===== src/rtl/trim_pkg.sv =====
package trim_pkg;

  typedef enum logic [1:0] {
    REG_CTRL   = 2'd0,
    REG_SETPT  = 2'd1,
    REG_DAC    = 2'd2,
    REG_SAMPLE = 2'd3
  } reg_sel_e;

  typedef enum logic [1:0] {
    CMP_EQ   = 2'd0,
    CMP_HIGH = 2'd1,
    CMP_LOW  = 2'd2
  } cmp_e;

  // Direction of the measured value relative to the target
  function automatic cmp_e compare_sample(input logic [31:0] meas,
                                          input logic [31:0] target);
    if (meas > target) return CMP_HIGH;
    if (meas < target) return CMP_LOW;
    return CMP_EQ;
  endfunction

  // One saturating step of the trim code
  function automatic logic [31:0] step_code(input logic [31:0] cur,
                                            input cmp_e dir,
                                            input logic [31:0] top);
    logic [31:0] res;
    res = cur;
    case (dir)
      CMP_HIGH: if (cur != 32'd0) res = cur - 32'd1;
      CMP_LOW:  if (cur < top)    res = cur + 32'd1;
      default:  res = cur;
    endcase
    return res;
  endfunction

endpackage


===== src/rtl/trim_period_timer.sv =====
module trim_period_timer #(
  parameter int PERIOD_CYCLES = 58000
) (
  input  logic clk,
  input  logic rst_n,
  output logic tick
);
  localparam int CW = (PERIOD_CYCLES > 2) ? $clog2(PERIOD_CYCLES) : 1;
  localparam logic [CW-1:0] LAST = CW'(PERIOD_CYCLES - 1);

  logic [CW-1:0] cnt_q;

  always_ff @(posedge clk or negedge rst_n) begin
    if (!rst_n)            cnt_q <= '0;
    else if (cnt_q == LAST) cnt_q <= '0;
    else                   cnt_q <= cnt_q + 1'b1;
  end

  assign tick = (cnt_q == LAST);


  cnt_range_chk: assert property (@(posedge clk) disable iff (!rst_n)
    cnt_q <= LAST);


  tick_single_chk: assert property (@(posedge clk) disable iff (!rst_n)
    tick |=> !tick);

endmodule


===== src/rtl/trim_adc_seq.sv =====
module trim_adc_seq #(
  parameter int ADC_W = 12
) (
  input  logic             clk,
  input  logic             rst_n,
  input  logic             tick,
  input  logic             adc_done,
  input  logic [ADC_W-1:0] adc_data,
  input  logic             clr_timeout,
  output logic             adc_start,
  output logic             done_evt,
  output logic             timeout_evt,
  output logic             timeout_flag,
  output logic [ADC_W-1:0] sample_q
);
  logic pending_q;

  assign adc_start   = tick;
  assign done_evt    = adc_done & pending_q;
  assign timeout_evt = tick & pending_q & ~adc_done;

  always_ff @(posedge clk or negedge rst_n) begin
    if (!rst_n) begin
      pending_q    <= 1'b0;
      timeout_flag <= 1'b0;
      sample_q     <= '0;
    end else begin
      if (tick)          pending_q <= 1'b1;
      else if (done_evt) pending_q <= 1'b0;
      if (done_evt) sample_q <= adc_data;
      if (timeout_evt)      timeout_flag <= 1'b1;
      else if (clr_timeout) timeout_flag <= 1'b0;
    end
  end


  start_arms_chk: assert property (@(posedge clk) disable iff (!rst_n)
    adc_start |=> pending_q);


  timeout_sticky_chk: assert property (@(posedge clk) disable iff (!rst_n)
    (timeout_flag && !clr_timeout) |=> timeout_flag);


  timeout_sets_chk: assert property (@(posedge clk) disable iff (!rst_n)
    timeout_evt |=> timeout_flag);


  sample_hold_chk: assert property (@(posedge clk) disable iff (!rst_n)
    !done_evt |=> $stable(sample_q));

endmodule


===== src/rtl/trim_dac_reg.sv =====
module trim_dac_reg
  import trim_pkg::*;
#(
  parameter int DAC_W = 8,
  parameter int ADC_W = 12,
  parameter int REG_W = 16
) (
  input  logic             clk,
  input  logic             rst_n,
  input  logic             loop_en,
  input  logic             done_evt,
  input  logic [ADC_W-1:0] meas,
  input  logic [REG_W-1:0] setpoint,
  input  logic             host_ld,
  input  logic [DAC_W-1:0] host_code,
  output logic [DAC_W-1:0] code,
  output logic             upd,
  output logic             step_evt
);
  localparam logic [DAC_W-1:0] MID = DAC_W'(1 << (DAC_W - 1));
  localparam logic [DAC_W-1:0] TOP = {DAC_W{1'b1}};

  cmp_e             dir;
  logic [DAC_W-1:0] stepped;
  logic [DAC_W-1:0] nxt;

  assign step_evt = loop_en & done_evt & ~host_ld;
  assign dir      = compare_sample(32'(meas), 32'(setpoint));
  assign stepped  = DAC_W'(step_code(32'(code), dir, 32'(TOP)));

  always_comb begin
    if (host_ld)       nxt = host_code;
    else if (step_evt) nxt = stepped;
    else               nxt = code;
  end

  always_ff @(posedge clk or negedge rst_n) begin
    if (!rst_n) begin
      code <= MID;
      upd  <= 1'b0;
    end else begin
      code <= nxt;
      upd  <= (nxt != code);
    end
  end


  open_loop_hold_chk: assert property (@(posedge clk) disable iff (!rst_n)
    (!loop_en && !host_ld) |=> $stable(code));


  unit_step_chk: assert property (@(posedge clk) disable iff (!rst_n)
    !host_ld |=> ((code == $past(code)) || (code == $past(code) + 1'b1) ||
                  (code == $past(code) - 1'b1)));


  host_wins_chk: assert property (@(posedge clk) disable iff (!rst_n)
    host_ld |=> (code == $past(host_code)));


  upd_match_chk: assert property (@(posedge clk) disable iff (!rst_n)
    upd == (code != $past(code)));

endmodule


===== src/rtl/trim_loop_ctrl.sv =====
module trim_loop_ctrl
  import trim_pkg::*;
#(
  parameter int CLK_KHZ   = 100000,
  parameter int PERIOD_US = 580,
  parameter int ADC_W     = 12,
  parameter int DAC_W     = 8,
  parameter int REG_W     = 16
) (
  input  logic             clk,
  input  logic             rst_n,
  input  logic             host_wr,
  input  logic [1:0]       host_addr,
  input  logic [REG_W-1:0] host_wdata,
  output logic [REG_W-1:0] host_rdata,
  output logic             adc_start,
  input  logic             adc_done,
  input  logic [ADC_W-1:0] adc_data,
  output logic [DAC_W-1:0] dac_code,
  output logic             dac_upd
);
  localparam int PERIOD_CYCLES = CLK_KHZ * PERIOD_US / 1000;

  reg_sel_e         sel;
  logic             loop_en_q;
  logic [REG_W-1:0] setpt_q;
  logic             tick;
  logic             done_evt;
  logic             timeout_evt;
  logic             timeout_flag;
  logic [ADC_W-1:0] sample_q;
  logic             step_evt;
  logic             wr_ctrl, wr_setpt, wr_dac;

  assign sel      = reg_sel_e'(host_addr);
  assign wr_ctrl  = host_wr && (sel == REG_CTRL);
  assign wr_setpt = host_wr && (sel == REG_SETPT);
  assign wr_dac   = host_wr && (sel == REG_DAC);

  always_ff @(posedge clk or negedge rst_n) begin
    if (!rst_n) begin
      loop_en_q <= 1'b0;
      setpt_q   <= '0;
    end else begin
      if (wr_ctrl)  loop_en_q <= host_wdata[0];
      if (wr_setpt) setpt_q   <= host_wdata;
    end
  end

  always_comb begin
    case (sel)
      REG_CTRL:  host_rdata = REG_W'({timeout_flag, loop_en_q});
      REG_SETPT: host_rdata = setpt_q;
      REG_DAC:   host_rdata = REG_W'(dac_code);
      default:   host_rdata = REG_W'(sample_q);
    endcase
  end

  trim_period_timer #(.PERIOD_CYCLES(PERIOD_CYCLES)) u_timer (
    .clk   (clk),
    .rst_n (rst_n),
    .tick  (tick)
  );

  trim_adc_seq #(.ADC_W(ADC_W)) u_adc (
    .clk          (clk),
    .rst_n        (rst_n),
    .tick         (tick),
    .adc_done     (adc_done),
    .adc_data     (adc_data),
    .clr_timeout  (wr_ctrl & host_wdata[1]),
    .adc_start    (adc_start),
    .done_evt     (done_evt),
    .timeout_evt  (timeout_evt),
    .timeout_flag (timeout_flag),
    .sample_q     (sample_q)
  );

  trim_dac_reg #(.DAC_W(DAC_W), .ADC_W(ADC_W), .REG_W(REG_W)) u_dac (
    .clk       (clk),
    .rst_n     (rst_n),
    .loop_en   (loop_en_q),
    .done_evt  (done_evt),
    .meas      (adc_data),
    .setpoint  (setpt_q),
    .host_ld   (wr_dac),
    .host_code (host_wdata[DAC_W-1:0]),
    .code      (dac_code),
    .upd       (dac_upd),
    .step_evt  (step_evt)
  );


  no_step_on_timeout_chk: assert property (@(posedge clk) disable iff (!rst_n)
    timeout_evt |-> !step_evt);


  setpt_hold_chk: assert property (@(posedge clk) disable iff (!rst_n)
    !wr_setpt |=> $stable(setpt_q));

endmodule


===== config.mk =====
export PLATFORM = sky130hd
export DESIGN_NAME = trim_loop_ctrl
export DESIGN_NICKNAME = d
export VERILOG_FILES = /design/src/rtl/trim_pkg.sv /design/src/rtl/trim_period_timer.sv /design/src/rtl/trim_adc_seq.sv /design/src/rtl/trim_dac_reg.sv /design/src/rtl/trim_loop_ctrl.sv
export SDC_FILE = /design/constraint.sdc
export NUM_CORES = 1
export LEC_CHECK = 0
export ABC_AREA = 1
export CORE_ASPECT_RATIO = 0.5
export CORE_MARGIN = 1.5
export CORE_UTILIZATION = 25
export CTS_BUF_LIST = sky130_fd_sc_hd__clkbuf_4 sky130_fd_sc_hd__clkbuf_8
export DETAILED_ROUTE_END_ITERATION = 6
export PLACE_DENSITY = 0.49
export SETUP_SLACK_MARGIN = 0.05
export SLEW_MARGIN = 0
export SYNTH_ARGS = -nofsm -noshare
export SYNTH_HDL_FRONTEND = slang
export SYNTH_SLANG_ARGS = --single-unit

===== constraint.sdc =====
create_clock -name clk -period 2.1 [get_ports clk]
set_input_delay 0.42 -clock clk [delete_from_list [all_inputs] [get_ports clk]]
set_output_delay 0.42 -clock clk [all_outputs]
set_load 0.1 [all_outputs]

# After elaboration in Yosys (flattened, before gate mapping)
# Index checks and enable logic that the tools add are counted.
[totals]
ff_bits = 56
word_cells = 53
[classes]
add_sub_neg = 3
magnitude_cmp = 3
n_eq_ne = 6
n_mux = 18
bitwise_logic = 8
reduce_logical = 7
[ops]
columns = ["op", "n"]
rows = [
  ["16-bit one-hot mux with 3 select lines", 1],
  ["8-bit two-way mux", 4],
  ["16-bit by 1-bit adder with 16-bit output, second input constant", 1],
  ["16-bit equality test, second input constant", 1],
  ["12-bit by 16-bit > comparator with 1-bit output", 1],
  ["12-bit by 16-bit less-than comparator with 1-bit output", 1],
  ["16-bit two-way mux", 1],
  ["8-bit one-hot mux with 2 select lines", 1],
  ["8-bit by 1-bit adder with 8-bit output, second input constant", 1],
  ["8-bit less-than comparator, second input constant", 1],
  ["2-bit two-way mux", 4],
  ["8-bit inequality test", 1],
  ["8-bit nonzero test", 1],
  ["8-bit by 1-bit subtractor with 8-bit output, second input constant", 1],
  ["1-bit two-way mux", 7],
  ["1-bit AND", 6],
  ["2-bit by 1-bit equality test with 1-bit output, second input constant", 2],
  ["2-bit equality test, second input constant", 2],
  ["2-bit nonzero test", 2],
  ["1-bit logical AND", 3],
  ["2-bit logical NOT", 1],
  ["1-bit NOT", 2],
]

# Logic depth before layout (Yosys ltp)
[depth]
ltp_word = 10
mapped_depth = 23

# Cells and area by module
# Synthesis repeated with hierarchy kept, for this count alone.
[unflattened]
cells_unflattened = 569
area_unflattened_um2 = 3940.0
[by_module_without_submodules]
columns = ["module", "n_inst", "cells_each", "area_each_um2", "seq_area_each_um2"]
rows = [
  ["trim_dac_reg", 1, 246, 1542.7, 226.5],
  ["trim_loop_ctrl", 1, 141, 952.2, 425.4],
  ["trim_period_timer", 1, 117, 865.8, 400.4],
  ["trim_adc_seq", 1, 65, 579.3, 350.3],
]

# Worst setup path after synthesis
# Ideal clock, no wire load.
[synth_path]
path_kind = "reg-to-output"
startpoint = "register u_dac.code[6]"
endpoint = "output port host_rdata[6]"
arrival_time_ns = 2.927
required_ns = 1.680
setup_slack_ns = -1.247
stages_incl_launch_ff = 4
path_cell_list = "dfrtp_1 buf_2 inv_1 o221ai_1"
[synth_via]
elab_chain_len = 1
[synth_lines]
columns = ["element", "line_no", "text"]
rows = [
  ["start, declared", "trim_dac_reg.sv:16", "output logic [DAC_W-1:0] code,"],
  ["start signal, assigned", "trim_dac_reg.sv:42", "code <= nxt;"],
  ["16-bit one-hot mux with 3 select lines", "trim_loop_ctrl.sv:51", "case (sel)"],
  ["end, declared", "trim_loop_ctrl.sv:15", "output logic [REG_W-1:0] host_rdata,"],
]
# No other way between the ends.

# Worst setup path in the final report
[layout_path]
startpoint = "register u_dac.code[0]"
endpoint = "register u_dac.upd"
[layout_via]
elab_chain_len = 6
elab_cells_between_ends = 10
classes_between = "add/sub: 2; order compare: 1; eq/ne: 1; mux: 5; reduce/logical: 1"
[layout_lines]
columns = ["element", "line_no", "text"]
rows = [
  ["8-bit by 1-bit adder with 8-bit output (tied with other cells)", "trim_pkg.sv:32", "CMP_LOW: if (cur < top) res = cur + 32'd1;"],
  ["8-bit two-way mux, on equally long branches", "trim_pkg.sv:32, trim_pkg.sv:31", ""],
  ["8-bit one-hot mux with 2 select lines", "trim_pkg.sv:30", "case (dir)"],
  ["8-bit two-way mux", "trim_dac_reg.sv:33", "else if (step_evt) nxt = stepped;"],
  ["8-bit two-way mux", "trim_dac_reg.sv:32", "if (host_ld) nxt = host_code;"],
  ["8-bit inequality test (*)", "trim_dac_reg.sv:43", "upd <= (nxt != code);"],
  ["end signal, assigned", "trim_dac_reg.sv:43", ""],
  ["end, declared", "trim_dac_reg.sv:17", "output logic upd,"],
]
# Mark *: on every way between the ends. The rest lies on a longest branch, timed or not.
# A chain may end at the register's enable or synchronous reset.

==> impl_metrics.toml <==
[yosys]
synth_area_leader_cell = "dfrtp_1"
yosysSeqAreaShare = 0.393
synth-warning-count = 0
synth.avg_cell_area_um2 = 7.58
synthAdderAreaFrac = 0.0526
synthSimpleGateAreaFrac = 0.301
synth_compound_area_frac = 0.115
ys_types = 42
synth_nets = 520
synth_area_um2 = 3570
synthMuxAreaShare = 0.0347
synth_cells = 471
synth_top_area_share = 0.386
synth_edf_count = 0
yosys-top-cells-area = "dfrtp_1 (39%), nand2_1 (14%), inv_1 (6.3%)"
async_flop_share = 1.00
synth_top_family_by_area = "simple AND/OR/NAND/NOR gates"
synth-seq-cells = 56
synthFlopType = "dfrtp_1"
synth_xor_area_frac = 0.0172

[run_status]
violations = "setup timing"
outcome = "finished, violations left"

[global_routing]
grt_first_pass_wirelength_mm = 16.8
grt_antenna_before_repair = 0
grt_pass1_vias = 3340
grtUsageTotal = 0.144
overflow = 0
grt_max_degree = 57

[routing]
drc_errors = 0
dr.pass1.iters = 4
wire_per_inst_um = 13.0
routed_wl_mm = 10.3
drt-initial-drc-count = 154
antenna_left = 0
dr_total_vias = 3450
via_per_inst = 4.36

[clock_tree]
cts_root_buf = "clkbuf_8"
clkSinkCount = 56
htreeDepth = 2
clock_latency_ns = 0.32
cts_buffers = 5
max-clock-path-buffers = 2
hold_buffers = 0
path_clk_slew_ns = 0.11
cts_tree = "yes"

[power]
peakVddDrop_uv = 223
power_per_cell_area_nw_per_um2 = 665
p_leak_uw = 0.00269

[worst_setup_path]
r2r_cells = 15
crit_arrival_ns = 2.36
startpoint_type = "flop"
timing.rr.start = "u_dac.code[0]"
required_ns = 2.32
end_kind = "flop"
critical_path_class = "reg -> reg"
timing.rr.end = "u_dac.upd"
crit_fanout = 5
r2r_slack_ns = -0.04

[sta]
post-route-period-util = 1.02
tightest_slew_ns = 0.355
setup_viol = 2
fin_crit_ns = 2.14
slew_violations = 0
rsz0062_at_grt = "yes"
maxSlewHeadroom = 0.762
hold_violations = 0
tns_ns = -0.0638
worst_slack_ns = -0.0429
clock-skew-final_ns = 0.00681
fmax_ghz = 0.467

[placed_design]
dp_hpwl_mm = 7.86
dpl_cell_area_um2 = 5300
io_buffers = 59
gp_congestion = 0.847

[floorplan]
num_rows = 30
ioPinCount = 60
die_h_um = 87.5
fp.dieW_um = 172
coreArea_um2 = 13700
start_util = 0.260
dieArea_um2 = 15000

[cells_and_area]
stdcell_area_um2 = 5660
layout-drive-gt1-share = 0.372
nets = 648
nFillCells = 1416
num_antenna_cells = 0
area_delta_synth_final_pct = 58.6

[worst_hold_path]
hp-class = "in -> async"

[run]
cap_violations = 0
[critical path, stage by stage (launching register included)]
cell,delay (ns)
dfrtp_4,0.51
inv_4,0.08
ha_1,0.21
nand2_4,0.09
nor3_4,0.19
buf_4,0.13
o21ai_0,0.07
nand3b_1,0.16
nand2_1,0.07
nand2_1,0.06
nand2_2,0.08
nand3_1,0.07
nand2_1,0.07
nand2_1,0.06
nor2_2,0.12
nand2_1,0.07
[area by class of cell]
cell class / count / area [um2] / area share
inverters: 71 / 269 / 0.0475
well taps: 192 / 240 / 0.0424
clock inverters: 3 / 27.5 / 0.00486
clock buffers: 5 / 68.8 / 0.0122
repair buffers: 129 / 1360 / 0.240
flip-flops and latches: 56 / 1420 / 0.251
multi-input cells: 336 / 2280 / 0.402
[cell usage after synthesis (2+ instances only)]
| cell type | instances |
|---|---|
| clkbuf_1 | 4 |
| nand4_1 | 7 |
| o21ai_0 | 23 |
| nor2_1 | 42 |
| mux2_2 | 11 |
| buf_1 | 3 |
| o31ai_1 | 2 |
| o21ai_1 | 10 |
| nand3_1 | 31 |
| nand4_4 | 2 |
| o221ai_1 | 6 |
| a21oi_1 | 19 |
| nand3_2 | 2 |
| o2111ai_1 | 2 |
| nand2_4 | 3 |
| nand2_2 | 4 |
| xor2_1 | 5 |
| inv_1 | 60 |
| inv_2 | 10 |
| ha_1 | 15 |
| nor3_1 | 3 |
| dfrtp_1 | 55 |
| o211ai_1 | 2 |
| xnor2_1 | 2 |
| nand2_1 | 129 |
| nor2_4 | 2 |
| nor4_1 | 2 |
[per-layer routing]
metal  track usage  share of wire  vias up  wire length, um
li1              -              -     1797                -
met1         0.198           0.48     1608             4990
met2         0.239           0.47       41             4870
met3        0.0259          0.037        4              383
met4        0.0277         0.0058        0               60
met5             0              0        -                0
[repair_timing]
| action | 4_1_cts | 5_1_grt |
|---|---|---|
| setup endpoints to repair | 22 | 10 |
| resized for setup | 42 | 25 |
| setup buffers | 7 | 5 |
| gates cloned | 1 | 0 |
| pin swaps | 20 | 17 |
[report_power, final]
group	total (uW)	leakage [uW]	internal (uW)	switching (uW)
sequential	1300	0.000675	1200	98.9
clock	648	0.0000463	246	401
combinational	1820	0.00197	720	1100
[logic make-up (layout without fill, tap and decap cells)]
family                   Yosys count  after routing
adder cells (fa/ha/maj)           15             15
AO/OA/AOI/OAI                     70             70
flip-flops                        56             56
multiplexers                      11             11
AND/OR/NAND/NOR                  232            233
XOR/XNOR                           7              7
buffers and inverters             80            208
[state kept, by name, summed over array words and instances, names as in the netlist]
name	count
u_adc.timeout_flag	1
u_timer.cnt_q	16
u_adc.pending_q	1
u_adc.sample_q	12
loop_en_q	1
setpt_q	16
u_dac.upd	1
u_dac.code	8
[layout by cell type (no fill, tap or decap), types with 7 or more instances in the layout]
master and instances:
nand2_1 112, buf_4 68, dfrtp_1 48, inv_1 46
nor2_1 33, nand3_1 28, buf_12 25, inv_2 23
nand2_2 19, o21ai_0 18, clkdlybuf4s50_1 18, a21oi_1 16
dlygate4sd2_1 13, mux2_2 11, o21ai_1 8, ha_1 8
nand4_1 7
[stage by stage]
step / power (uW) / hold WS (ns) / std cells / setup WS (ns) / utilization
6_report: 3760 / 0.0795 / 792 / -0.0429 / 0.412
5_1_grt: 4000 / 0.0779 / 792 / -0.241 / 0.412
4_1_cts: 3750 / 0.0852 / 787 / -0.0919 / 0.402
3_5_place_dp: 3060 / 0.445 / 771 / -0.673 / 0.386
3_3_place_gp: 3050 / 0.447 / 771 / -0.638 / 0.386
2_1_floorplan: 2390 / 0.124 / 471 / -0.388 / -
[worst max path at each step]
| stage | startpoint | endpoint | slack [ns] | cells past startpoint |
|---|---|---|---|---|
| floorplan | u_timer.cnt_q[8] | u_timer.cnt_q[14] | -0.39 | 5 |
| global placement | adc_data[3] | u_dac.upd | -0.64 | 18 |
| detailed placement | adc_data[5] | u_dac.upd | -0.67 | 16 |
| CTS | u_dac.code[1] | u_dac.upd | -0.09 | 16 |
| global route | u_dac.code[0] | u_dac.upd | -0.24 | 16 |
| finish | u_dac.code[0] | u_dac.upd | -0.04 | 15 |
(Power assumes the default switching activity.)
